--- src/rtl/smb_blk_pkg.sv ---
package smb_blk_pkg;

    typedef enum logic [1:0] {
        LK_START = 2'd0,
        LK_STOP  = 2'd1,
        LK_WRITE = 2'd2,
        LK_READ  = 2'd3
    } lk_op_e;

    typedef enum logic [3:0] {
        ST_IDLE,
        ST_START,
        ST_ADDR_W,
        ST_CMD,
        ST_CNT_TX,
        ST_NEED_TX,
        ST_DATA_TX,
        ST_RSTART,
        ST_ADDR_R,
        ST_CNT_RX,
        ST_DATA_RX,
        ST_HOLD_RX,
        ST_STOP
    } eng_state_e;

endpackage

--- src/rtl/smb_blk_buf.sv ---
// Byte queue; DEPTH must be a power of two.
module smb_blk_buf #(
    parameter int DEPTH = 32,
    parameter int W     = 8
) (
    input  logic         clk,
    input  logic         rst_n,
    input  logic         flush,
    input  logic         push,
    input  logic [W-1:0] din,
    input  logic         pop,
    output logic [W-1:0] dout,
    output logic         empty
);
    localparam int AW = $clog2(DEPTH);

    logic [W-1:0] mem [DEPTH];
    logic [AW:0]  wp, rp, lvl;
    logic         full;

    assign lvl   = wp - rp;
    assign empty = (lvl == '0);
    assign full  = (lvl == (AW+1)'(DEPTH));
    assign dout  = mem[rp[AW-1:0]];

    always_ff @(posedge clk or negedge rst_n) begin
        if (!rst_n) begin
            wp <= '0;
            rp <= '0;
        end else if (flush) begin
            wp <= '0;
            rp <= '0;
        end else begin
            if (push && !full) wp <= wp + 1'b1;
            if (pop && !empty) rp <= rp + 1'b1;
        end
    end

    always_ff @(posedge clk) begin
        if (push && !full && !flush) mem[wp[AW-1:0]] <= din;
    end

    AST_LVL_BOUND: assert property (@(posedge clk) disable iff (!rst_n)
        lvl <= (AW+1)'(DEPTH));

endmodule

--- src/rtl/smb_blk_cnt.sv ---
// Remaining-byte counter with count range check.
module smb_blk_cnt #(
    parameter int MAXB = 32,
    parameter int VW   = 8
) (
    input  logic          clk,
    input  logic          rst_n,
    input  logic          load,
    input  logic [VW-1:0] load_val,
    input  logic          dec,
    input  logic [VW-1:0] chk_val,
    output logic          chk_ok,
    output logic [VW-1:0] rem,
    output logic          last,
    output logic          zero
);
    localparam logic [VW-1:0] LIMIT = VW'(MAXB);

    assign chk_ok = (chk_val != '0) && (chk_val <= LIMIT);
    assign last   = (rem == VW'(1));
    assign zero   = (rem == '0);

    always_ff @(posedge clk or negedge rst_n) begin
        if (!rst_n)                rem <= '0;
        else if (load)             rem <= load_val;
        else if (dec && rem != '0) rem <= rem - 1'b1;
    end

    AST_REM_RANGE: assert property (@(posedge clk) disable iff (!rst_n)
        rem <= LIMIT);
    AST_DEC_NONZERO: assert property (@(posedge clk) disable iff (!rst_n)
        dec |-> rem != '0);

endmodule

--- src/rtl/smb_blk_engine.sv ---
module smb_blk_engine
    import smb_blk_pkg::*;
#(
    parameter int MAXB = 32,
    parameter int BW   = 8
) (
    input  logic          clk,
    input  logic          rst_n,
    input  logic          go,
    input  logic          rd_mode,
    input  logic [6:0]    slv_addr,
    input  logic [BW-1:0] cmd_code,
    input  logic [BW-1:0] wr_count,
    input  logic          buf_en,
    input  logic          i2c_mode,
    input  logic          pec_en,
    input  logic [BW-1:0] sw_wdata,
    input  logic          sw_wpush,
    output logic [BW-1:0] sw_rdata,
    input  logic          sw_rpop,
    output logic          irq,
    output logic          done,
    output logic          err,
    output logic          lk_valid,
    output logic [1:0]    lk_cmd,
    output logic [BW-1:0] lk_wbyte,
    output logic          lk_nack,
    input  logic          lk_done,
    input  logic          lk_ack,
    input  logic [BW-1:0] lk_rbyte
);
    eng_state_e state_q, state_d;

    logic [6:0]    addr_q;
    logic [BW-1:0] cmd_q, tx_q, rx_q;
    logic          rd_q, ubuf_q, done_q, err_q;

    logic [BW-1:0] cnt_val, cnt_rem, buf_dout, buf_din;
    logic          cnt_ok, cnt_last, cnt_zero, cnt_load, cnt_dec;
    logic          buf_empty, buf_push, buf_pop, buf_flush;
    logic          is_idle, refuse, start_ok, nack_evt, bad_rx_cnt;

    assign is_idle    = (state_q == ST_IDLE);
    assign cnt_val    = is_idle ? wr_count : lk_rbyte;
    assign refuse     = !rd_mode && (!cnt_ok || (i2c_mode && pec_en));
    assign start_ok   = is_idle && go && !refuse;
    assign nack_evt   = lk_done && lk_valid && (lk_cmd == LK_WRITE) && !lk_ack;
    assign bad_rx_cnt = (state_q == ST_CNT_RX) && lk_done && !cnt_ok;

    assign cnt_load = (start_ok && !rd_mode) ||
                      ((state_q == ST_CNT_RX) && lk_done && cnt_ok);
    assign cnt_dec  = lk_done && ((state_q == ST_DATA_TX) || (state_q == ST_DATA_RX));

    assign buf_flush = start_ok && rd_mode;
    assign buf_push  = (is_idle && sw_wpush) ||
                       ((state_q == ST_DATA_RX) && lk_done && ubuf_q);
    assign buf_din   = is_idle ? sw_wdata : lk_rbyte;
    assign buf_pop   = (is_idle && sw_rpop) ||
                       ((state_q == ST_DATA_TX) && lk_done && ubuf_q);

    smb_blk_cnt #(.MAXB(MAXB), .VW(BW)) u_cnt (
        .clk      (clk),
        .rst_n    (rst_n),
        .load     (cnt_load),
        .load_val (cnt_val),
        .dec      (cnt_dec),
        .chk_val  (cnt_val),
        .chk_ok   (cnt_ok),
        .rem      (cnt_rem),
        .last     (cnt_last),
        .zero     (cnt_zero)
    );

    smb_blk_buf #(.DEPTH(MAXB), .W(BW)) u_buf (
        .clk   (clk),
        .rst_n (rst_n),
        .flush (buf_flush),
        .push  (buf_push),
        .din   (buf_din),
        .pop   (buf_pop),
        .dout  (buf_dout),
        .empty (buf_empty)
    );

    // Next-state logic
    always_comb begin
        state_d = state_q;
        unique case (state_q)
            ST_IDLE:    if (start_ok) state_d = ST_START;
            ST_START:   if (lk_done)  state_d = ST_ADDR_W;
            ST_ADDR_W:  if (lk_done)  state_d = !lk_ack ? ST_STOP : ST_CMD;
            ST_CMD:     if (lk_done)  state_d = !lk_ack ? ST_STOP :
                                                (rd_q ? ST_RSTART : ST_CNT_TX);
            ST_CNT_TX:  if (lk_done)  state_d = !lk_ack ? ST_STOP :
                                                (ubuf_q ? ST_DATA_TX : ST_NEED_TX);
            ST_NEED_TX: if (sw_wpush) state_d = ST_DATA_TX;
            ST_DATA_TX: if (lk_done)  state_d = (!lk_ack || cnt_last) ? ST_STOP :
                                                (ubuf_q ? ST_DATA_TX : ST_NEED_TX);
            ST_RSTART:  if (lk_done)  state_d = ST_ADDR_R;
            ST_ADDR_R:  if (lk_done)  state_d = !lk_ack ? ST_STOP : ST_CNT_RX;
            ST_CNT_RX:  if (lk_done)  state_d = cnt_ok ? ST_DATA_RX : ST_STOP;
            ST_DATA_RX: if (lk_done)  state_d = !ubuf_q ? ST_HOLD_RX :
                                                (cnt_last ? ST_STOP : ST_DATA_RX);
            ST_HOLD_RX: if (sw_rpop)  state_d = cnt_zero ? ST_STOP : ST_DATA_RX;
            ST_STOP:    if (lk_done)  state_d = ST_IDLE;
            default:                  state_d = ST_IDLE;
        endcase
    end

    // State register
    always_ff @(posedge clk or negedge rst_n) begin
        if (!rst_n) state_q <= ST_IDLE;
        else        state_q <= state_d;
    end

    // Transaction context and status
    always_ff @(posedge clk or negedge rst_n) begin
        if (!rst_n) begin
            addr_q <= '0;
            cmd_q  <= '0;
            rd_q   <= 1'b0;
            ubuf_q <= 1'b0;
            tx_q   <= '0;
            rx_q   <= '0;
            done_q <= 1'b0;
            err_q  <= 1'b0;
        end else begin
            if (start_ok) begin
                addr_q <= slv_addr;
                cmd_q  <= cmd_code;
                rd_q   <= rd_mode;
                ubuf_q <= buf_en && !i2c_mode;
                done_q <= 1'b0;
                err_q  <= 1'b0;
            end else if (is_idle && go) begin
                done_q <= 1'b1;
                err_q  <= 1'b1;
            end
            if (nack_evt || bad_rx_cnt)                err_q  <= 1'b1;
            if ((state_q == ST_STOP) && lk_done)       done_q <= 1'b1;
            if ((state_q == ST_NEED_TX) && sw_wpush)   tx_q   <= sw_wdata;
            if ((state_q == ST_DATA_RX) && lk_done && !ubuf_q) rx_q <= lk_rbyte;
        end
    end

    // Output logic
    always_comb begin
        lk_valid = 1'b0;
        lk_cmd   = LK_START;
        lk_wbyte = '0;
        lk_nack  = 1'b0;
        unique case (state_q)
            ST_START, ST_RSTART: begin
                lk_valid = 1'b1;
                lk_cmd   = LK_START;
            end
            ST_ADDR_W: begin
                lk_valid = 1'b1;
                lk_cmd   = LK_WRITE;
                lk_wbyte = {addr_q, 1'b0};
            end
            ST_ADDR_R: begin
                lk_valid = 1'b1;
                lk_cmd   = LK_WRITE;
                lk_wbyte = {addr_q, 1'b1};
            end
            ST_CMD: begin
                lk_valid = 1'b1;
                lk_cmd   = LK_WRITE;
                lk_wbyte = cmd_q;
            end
            ST_CNT_TX: begin
                lk_valid = 1'b1;
                lk_cmd   = LK_WRITE;
                lk_wbyte = cnt_rem;
            end
            ST_DATA_TX: begin
                lk_valid = ubuf_q ? !buf_empty : 1'b1;
                lk_cmd   = LK_WRITE;
                lk_wbyte = ubuf_q ? buf_dout : tx_q;
            end
            ST_CNT_RX: begin
                lk_valid = 1'b1;
                lk_cmd   = LK_READ;
            end
            ST_DATA_RX: begin
                lk_valid = 1'b1;
                lk_cmd   = LK_READ;
                lk_nack  = cnt_last;
            end
            ST_STOP: begin
                lk_valid = 1'b1;
                lk_cmd   = LK_STOP;
            end
            default: ;
        endcase
    end

    assign irq      = done_q || (state_q == ST_NEED_TX) || (state_q == ST_HOLD_RX);
    assign done     = done_q;
    assign err      = err_q;
    assign sw_rdata = (state_q == ST_HOLD_RX) ? rx_q : buf_dout;

    AST_REQ_HOLD: assert property (@(posedge clk) disable iff (!rst_n)
        (lk_valid && !lk_done) |=> (lk_valid && $stable(lk_cmd) && $stable(lk_wbyte)));
    AST_NACK_READ_ONLY: assert property (@(posedge clk) disable iff (!rst_n)
        (lk_valid && lk_nack) |-> (lk_cmd == LK_READ));
    AST_BUF_QUIET: assert property (@(posedge clk) disable iff (!rst_n)
        (!is_idle && ubuf_q) |-> !irq);
    AST_STOP_AFTER_NACK: assert property (@(posedge clk) disable iff (!rst_n)
        nack_evt |=> (lk_valid && lk_cmd == LK_STOP));

endmodule

--- config.mk ---
export PLATFORM = sky130hd
export DESIGN_NAME = smb_blk_engine
export DESIGN_NICKNAME = d
export VERILOG_FILES = /design/src/rtl/smb_blk_pkg.sv /design/src/rtl/smb_blk_buf.sv /design/src/rtl/smb_blk_cnt.sv /design/src/rtl/smb_blk_engine.sv
export SDC_FILE = /design/constraint.sdc
export NUM_CORES = 1
export LEC_CHECK = 0
export BUFFER_PORTS_ARGS = -buffer_cell sky130_fd_sc_hd__buf_2
export CELL_PAD_IN_SITES_DETAIL_PLACEMENT = 0
export CELL_PAD_IN_SITES_GLOBAL_PLACEMENT = 1
export CORE_ASPECT_RATIO = 1.5
export CORE_MARGIN = 3
export CORE_UTILIZATION = 35
export DETAILED_ROUTE_END_ITERATION = 12
export GPL_TIMING_DRIVEN = 1
export MAX_ROUTING_LAYER = met4
export PLACE_DENSITY_LB_ADDON = 0.1
export SYNTH_ARGS = -nofsm -noshare
export SYNTH_HDL_FRONTEND = slang
export SYNTH_SLANG_ARGS = --single-unit
--- constraint.sdc ---
create_clock -name clk -period 8.05 [get_ports clk]
set_input_delay 0.4025 -clock clk [delete_from_list [all_inputs] [get_ports clk]]
set_output_delay 0.4025 -clock clk [all_outputs]
set_load 0.02 [all_outputs]
==> results.yml, run 1 <==
yosys:
  synthesis.area_mm2: 0.0139
  async_reset_ff_share_pct: 18.7
  synth_edf_count: 256
  post_synth_inst_count: 864
  post_synth_num_cell_types: 68
  ys_warn_count: 0
  synth.ff_latch_count: 315
  synth_nets: 926
  synth_top_flop_cell: "sky130_fd_sc_hd__edfxtp_1"
  post_synth.cell_area_avg_um2: 16.1
  ys_seq_area_share_pct: 65.9
layout:
  layout.cells.non_filler: 1453
  finish.net_count: 996
  fillerInstances: 3539
  stdcell_area_mm2: 0.0158
  fin_util_pct: 40.8
  synth_to_layout_area_growth_pct: 13.9
  n_antenna_cell: 0
  final_layout_size_suffix_gt1_share_pct: 28.5
timing:
  worst_max_slew_margin_expressed_relative_to_the_limit_pct: 25.3
  setup_violations: 0
  final_min_period_over_clock_period_pct: 59.4
  timing_hold_violations_final: 12
  fin_crit_ns: 4.78
  slew_viol_final: 0
  tightest_slew_ns: 1.11
  hold_slack_ns: -0.0319
  final.setup.tns_ns: 0
  clock_skew_ns: 0.0203
  timing.final.ws_setup_ns: 3.27
  rsz0062_at_grt: "no"
  fmax_ghz: 0.209
global_routing:
  gr-total-overflow: 0
  first_global_vias: 8561
  antenna_violations_before_repair: 0
  grt_use_total_pct: 19.1
  grt_use_met3_pct: 2.10
  wire_length_of_the_first_global_routing_pass_mm: 58.2
  grt_start_max_net_pins: 62
  globalRouteMet1Util_pct: 20.9
  gr-max-usage-layer: "met2"
  use_met2_pct: 36.3
floorplanning:
  initial_standard_cell_utilization_of_the_core_pct: 35.8
  die_wd_um: 169
  fp-row-count: 88
  dieArea_mm2: 0.0422
  die_h_um: 250
  placeableCoreArea_mm2: 0.0389
  design.portCount: 73
route:
  drc: 0
  route.antenna.remaining_nets: 0
  totalWireLength_mm: 39.3
  routed-via-count: 7994
  routed_wire_length_per_instance_um: 27.0
  drt-initial-drc-count: 597
  dr.pass1.iters: 7
  detail_route.vias_per_cell: 5.50
placement:
  globalplace.congestion: 0.812
  pre_cts_ws_ns: 3.18
  post-place-cells: 1396
  portbufs: 72
  detailedPlacementHpwl_mm: 27.1
  placement.cell_area_mm2: 0.0148
worst_setup_path:
  cp_cell_sequence: "clkinv_1 > ha_1 > o21ai_0 > a21oi_1 > o21ai_1 > o221ai_1 > nand4_1 > nor2_1"
  worst_ep_required_ns: 8.26
  critical_path.max_fanout: 18
  max_stage_delay_ns: 0.89
  crit_arrival_ns: 4.99
  critical_path.startpoint_type: "flop"
  cp-end-kind: "flop"
  timing_worst_setup_path_type: "flop to flop"
  cpMaxStageDelayCell: "sky130_fd_sc_hd__nor2_1"
run_status:
  status: "finished, violations left"
  violated_checks: "hold timing"
clock_tree:
  cts.hold.buffers_added: 0
  htreeDepth: 1
  post_cts.repair.setup_buffers: 0
  clock_tree_from_tritoncts: "yes"
  cts_buffers: 31
  clockRootBuffer: "sky130_fd_sc_hd__clkbuf_16"
  numClockSinks: 315
  count_of_cells_resized_by_post_cts_repair: 0
  cts-root-to-sink-buffers: 3
  cts.clk_slew.worst_paths_ns: 0.07
  worstSkewPairLatency_ns: 0.60
pwr:
  ir_worst_vdd_uv: 210
  total_power_mw: 5.69
  power.leakage_nw: 5.49
  power_density_mw_per_mm2: 359
hold_path:
  timing.hold.worst.class: "input pin to asynchronous set/reset pin"
flow_run:
  max_cap_viol_count: 0
-- synthesized netlist by cell type (13+ instances only) --
cell type                  instances  area, um^2
sky130_fd_sc_hd__a21oi_1          26         130
sky130_fd_sc_hd__clkbuf_1         26        97.6
sky130_fd_sc_hd__dfrtp_1          59        1480
sky130_fd_sc_hd__edfxtp_1        256        7690
sky130_fd_sc_hd__inv_1            13        48.8
sky130_fd_sc_hd__mux2_2           25         282
sky130_fd_sc_hd__mux2i_1          20         200
sky130_fd_sc_hd__mux4_2           80        1800
sky130_fd_sc_hd__nand2_1          64         240
sky130_fd_sc_hd__nand3_1          18        90.1
sky130_fd_sc_hd__nor2_1           62         233
sky130_fd_sc_hd__nor3_1           14        70.1
sky130_fd_sc_hd__o21ai_0          33         165
-- cells in the final DEF (no fill, tap or decap), types with 8 or more instances in the layout --
| cell | count |
|---|---|
| sky130_fd_sc_hd__clkbuf_16 | 31 |
| sky130_fd_sc_hd__ha_1 | 12 |
| sky130_fd_sc_hd__a21oi_1 | 26 |
| sky130_fd_sc_hd__mux2i_1 | 20 |
| sky130_fd_sc_hd__o21ai_0 | 33 |
| sky130_fd_sc_hd__nand2_1 | 56 |
| sky130_fd_sc_hd__dfrtp_1 | 57 |
| sky130_fd_sc_hd__mux2_2 | 25 |
| sky130_fd_sc_hd__nor3_1 | 14 |
| sky130_fd_sc_hd__nand3_1 | 18 |
| sky130_fd_sc_hd__buf_2 | 72 |
| sky130_fd_sc_hd__nor2_1 | 62 |
| sky130_fd_sc_hd__buf_4 | 12 |
| sky130_fd_sc_hd__nand2_2 | 8 |
| sky130_fd_sc_hd__inv_1 | 13 |
| sky130_fd_sc_hd__edfxtp_1 | 256 |
| sky130_fd_sc_hd__mux4_2 | 80 |
-- worst max-delay path, delay by kind of cell (launching register included) --
kind / cells / cell delay, ns
DFF: 1 / 0.41
and+or+nand+nor: 2 / 1.65
buffers and inverters: 1 / 0.58
AOI/OAI and AO/OA: 4 / 1.15
adders and majority gates: 1 / 0.61
-- layer usage --
metal	wire length, um	up-vias
met5	0	-
met4	1050	0
met3	1490	59
met2	22100	192
met1	14600	4159
li1	-	3584
-- worst paths after layout --
check | endpoint | cells after the start | startpoint | slack [ns]
min | state_q[3] | 2 | rst_n | -0.03
min in group clk | cmd_q[0] | 2 | cmd_code[0] | 0.03
min reg2reg | tx_q[4] | 1 | tx_q[4] | 0.50
max | u_buf.mem[29][2] | 8 | u_buf.rp[2] | 3.27
max in group asynchronous | u_buf.rp[0] | 2 | rst_n | 7.44
max reg2reg | u_buf.mem[29][2] | 8 | u_buf.rp[2] | 3.27
-- area by class of cell --
class                           count  area, um^2  area share (%)
Timing Repair Buffer               84         450            2.84
Multi-Input combinational cell    486        4500            28.4
Clock buffer                       32         779            4.92
Tap cell                          495         619            3.91
Clock inverter                     25         270            1.71
Inverter                           16        60.1           0.379
Sequential cell                   315        9170            57.9
-- sequential cells by signal (all words and copies together), names as in the netlist --
signal	flops
addr_q	7
cmd_q	8
done	1
u_buf.mem	256
tx_q	8
u_cnt.rem	8
ubuf_q	1
u_buf.wp	6
rd_q	1
u_buf.rp	6
state_q	4
err	1
rx_q	8
-- report_power, final --
part | internal [mW] | switching [mW] | leakage (nW)
clock | 0.844 | 0.660 | 0.512
sequential | 2.06 | 0.172 | 3.04
combinational | 0.750 | 1.20 | 1.94
total | 3.66 | 2.03 | 5.49
-- kinds of logic after synthesis --
group | count (synthesis) | synth area share (%)
AOI/OAI and AO/OA | 120 | 5.88
buffers and inverters | 63 | 1.96
DFF | 315 | 65.9
adders and majority gates | 13 | 1.15
and+or+nand+nor | 211 | 7.30
muxes | 134 | 17.3
xor gates and xnor gates | 8 | 0.504
No activity file was read; power rests on OpenSTA's default activity.
==> run 2: changes to the inputs <==
==> constraint.sdc (replaced) <==
create_clock -name clk -period 4.8 [get_ports clk]
set_input_delay 0.24 -clock clk [delete_from_list [all_inputs] [get_ports clk]]
set_output_delay 0.24 -clock clk [all_outputs]
set_load 0.02 [all_outputs]
==> run 2 against run 1 <==
- the flow now finishes without violations
- final cell count up 4.1%
- worst hold slack better by 0.064 ns
- critical path depth unchanged
- clock-buffer cell count up 10
==> results.yml, run 2 (synthesized netlist as in run 1, its figures left out) <==
global_routing:
  wire_length_of_the_first_global_routing_pass_mm: 53.9
  grt_use_total_pct: 17.4
  first_global_vias: 8688
  gr-total-overflow: 0
  antenna_violations_before_repair: 0
  grt_start_max_net_pins: 60
route:
  route.antenna.remaining_nets: 0
  dr.pass1.iters: 8
  drc: 0
  totalWireLength_mm: 35.3
  routed_wire_length_per_instance_um: 23.4
  drt-initial-drc-count: 630
  detail_route.vias_per_cell: 5.29
  routed-via-count: 7994
floorplanning:
  die_h_um: 250
  placeableCoreArea_mm2: 0.0389
  dieArea_mm2: 0.0422
  initial_standard_cell_utilization_of_the_core_pct: 35.8
  die_wd_um: 169
  fp-row-count: 88
  design.portCount: 73
flow_run:
  max_cap_viol_count: 0
clock_tree:
  clock_tree_from_tritoncts: "yes"
  cts_buffers: 34
  cts.hold.buffers_added: 28
  cts-root-to-sink-buffers: 3
  post_cts.repair.setup_buffers: 0
  numClockSinks: 315
  clockRootBuffer: "sky130_fd_sc_hd__clkbuf_16"
  htreeDepth: 2
  count_of_cells_resized_by_post_cts_repair: 0
  cts.clk_slew.worst_paths_ns: 0.06
  worstSkewPairLatency_ns: 0.52
pwr:
  power.leakage_nw: 5.79
  power_density_mw_per_mm2: 581
  ir_worst_vdd_uv: 474
timing:
  hold_slack_ns: 0.0322
  final_min_period_over_clock_period_pct: 79.7
  final.setup.tns_ns: 0
  worst_max_slew_margin_expressed_relative_to_the_limit_pct: 16.8
  slew_viol_final: 0
  clock_skew_ns: 0.0249
  tightest_slew_ns: 1.23
  fmax_ghz: 0.261
  timing_hold_violations_final: 0
  fin_crit_ns: 3.83
  setup_violations: 0
  rsz0062_at_grt: "no"
run_status:
  status: "complete, no violations"
layout:
  layout.area.seq_mm2: 0.00917
  synth_to_layout_area_growth_pct: 17.7
  most-common-layout-cells: "sky130_fd_sc_hd__edfxtp_1 (256), sky130_fd_sc_hd__mux4_2 (80), sky130_fd_sc_hd__buf_2 (72)"
  layout.cells.most_common: "sky130_fd_sc_hd__edfxtp_1"
  final_layout_size_suffix_gt1_share_pct: 28.0
  n_antenna_cell: 0
  largest_register_ffs: 256
  fin_util_pct: 42.1
  fillerInstances: 3550
  multiInputGateArea_mm2: 0.00448
  finish.net_count: 1059
worst_setup_path:
  critical_path.max_fanout: 50
  cp-end-kind: "output pin"
  worst_ep_required_ns: 4.56
  rr_endpoint: "u_buf.mem[3][5]"
  startpoint_of_the_lowest_slack_register_to_register_path: "u_buf.wp[2]"
  timing_worst_setup_path_type: "flop to output pin"
  critical_path.startpoint_type: "flop"
  crit_arrival_ns: 3.59
  r2r_slack_ns: 1.12
  worst-r2r-cell-count: 8
hold_path:
  worst_hold_path.num_cells: 3
  timing.hold.worst.class: "input pin to flop"
  min_to: "ubuf_q"
  min_from: "i2c_mode"
placement:
  detailedPlacementHpwl_mm: 25.1
  portbufs: 72
  globalplace.congestion: 0.823
run 2: cell types whose count changed in the layout (fill, tap and decap cells not counted), sizes merged:
cell	change
clkinvlp	-3
clkbuf	+10
buf	+31
inv	-3
clkinv	-5
dlygate4sd3	+29
run 2: worst max-delay path, stage by stage (launching register included):
cell and delay (ns):
sky130_fd_sc_hd__dfrtp_4 0.67, sky130_fd_sc_hd__buf_12 0.39, sky130_fd_sc_hd__mux4_2 0.59, sky130_fd_sc_hd__mux4_2 0.54
sky130_fd_sc_hd__mux2i_1 0.34, sky130_fd_sc_hd__nand2_1 0.09, sky130_fd_sc_hd__o21ai_0 0.08, sky130_fd_sc_hd__o21ai_0 0.11
sky130_fd_sc_hd__buf_2 0.19
run 2: cell type report:
class,count,area share (%)
clock buffer,42,5.51
clock inverter,14,1.01
inverter,16,0.367
multi-input combinational,486,27.3
sequential,315,56.0
tap,495,3.78
timing repair buffer,144,6.02
run 2: where the power goes:
| part | internal, mW | switching (mW) |
|---|---|---|
| registers | 3.47 | 0.251 |
| clock network | 1.54 | 1.01 |
| logic | 1.30 | 1.94 |
run 2: how the worst max path moves through the flow:
stage	to	start	slack (ns)	depth (start not counted)
2_1_floorplan	u_buf.mem[10][0]	u_buf.rp[3]	1.34	9
3_3_place_gp	u_buf.mem[31][1]	u_buf.rp[0]	1.20	8
3_5_place_dp	u_buf.mem[3][6]	u_buf.rp[0]	1.12	8
4_1_cts	lk_wbyte[2]	u_buf.rp[0]	0.83	8
5_1_grt	lk_wbyte[1]	u_buf.rp[0]	0.73	8
6_report	lk_wbyte[3]	u_buf.rp[0]	0.97	8
run 2: per-stage QoR:
stage / power (mW) / setup WS (ns) / std cells / cell area [um^2]
2_1_floorplan: 5.93 / 1.34 / 864 / 13900
3_3_place_gp: 7.05 / 1.20 / 1427 / 15000
3_5_place_dp: 7.06 / 1.12 / 1427 / 15000
4_1_cts: 9.67 / 0.833 / 1511 / 16400
5_1_grt: 10.1 / 0.733 / 1512 / 16400
6_report: 9.52 / 0.972 / 1512 / 16400
run 2: metal layers:
| layer | vias to the layer above | share of wire (%) | global-route usage (%) |
|---|---|---|---|
| met1 | 4068 | 38 | 18.9 |
| li1 | 3718 | - | - |
| met5 | - | 0 | - |
| met4 | 0 | 3.4 | 6.08 |
| met2 | 153 | 56 | 32.2 |
| met3 | 55 | 3.2 | 2.46 |
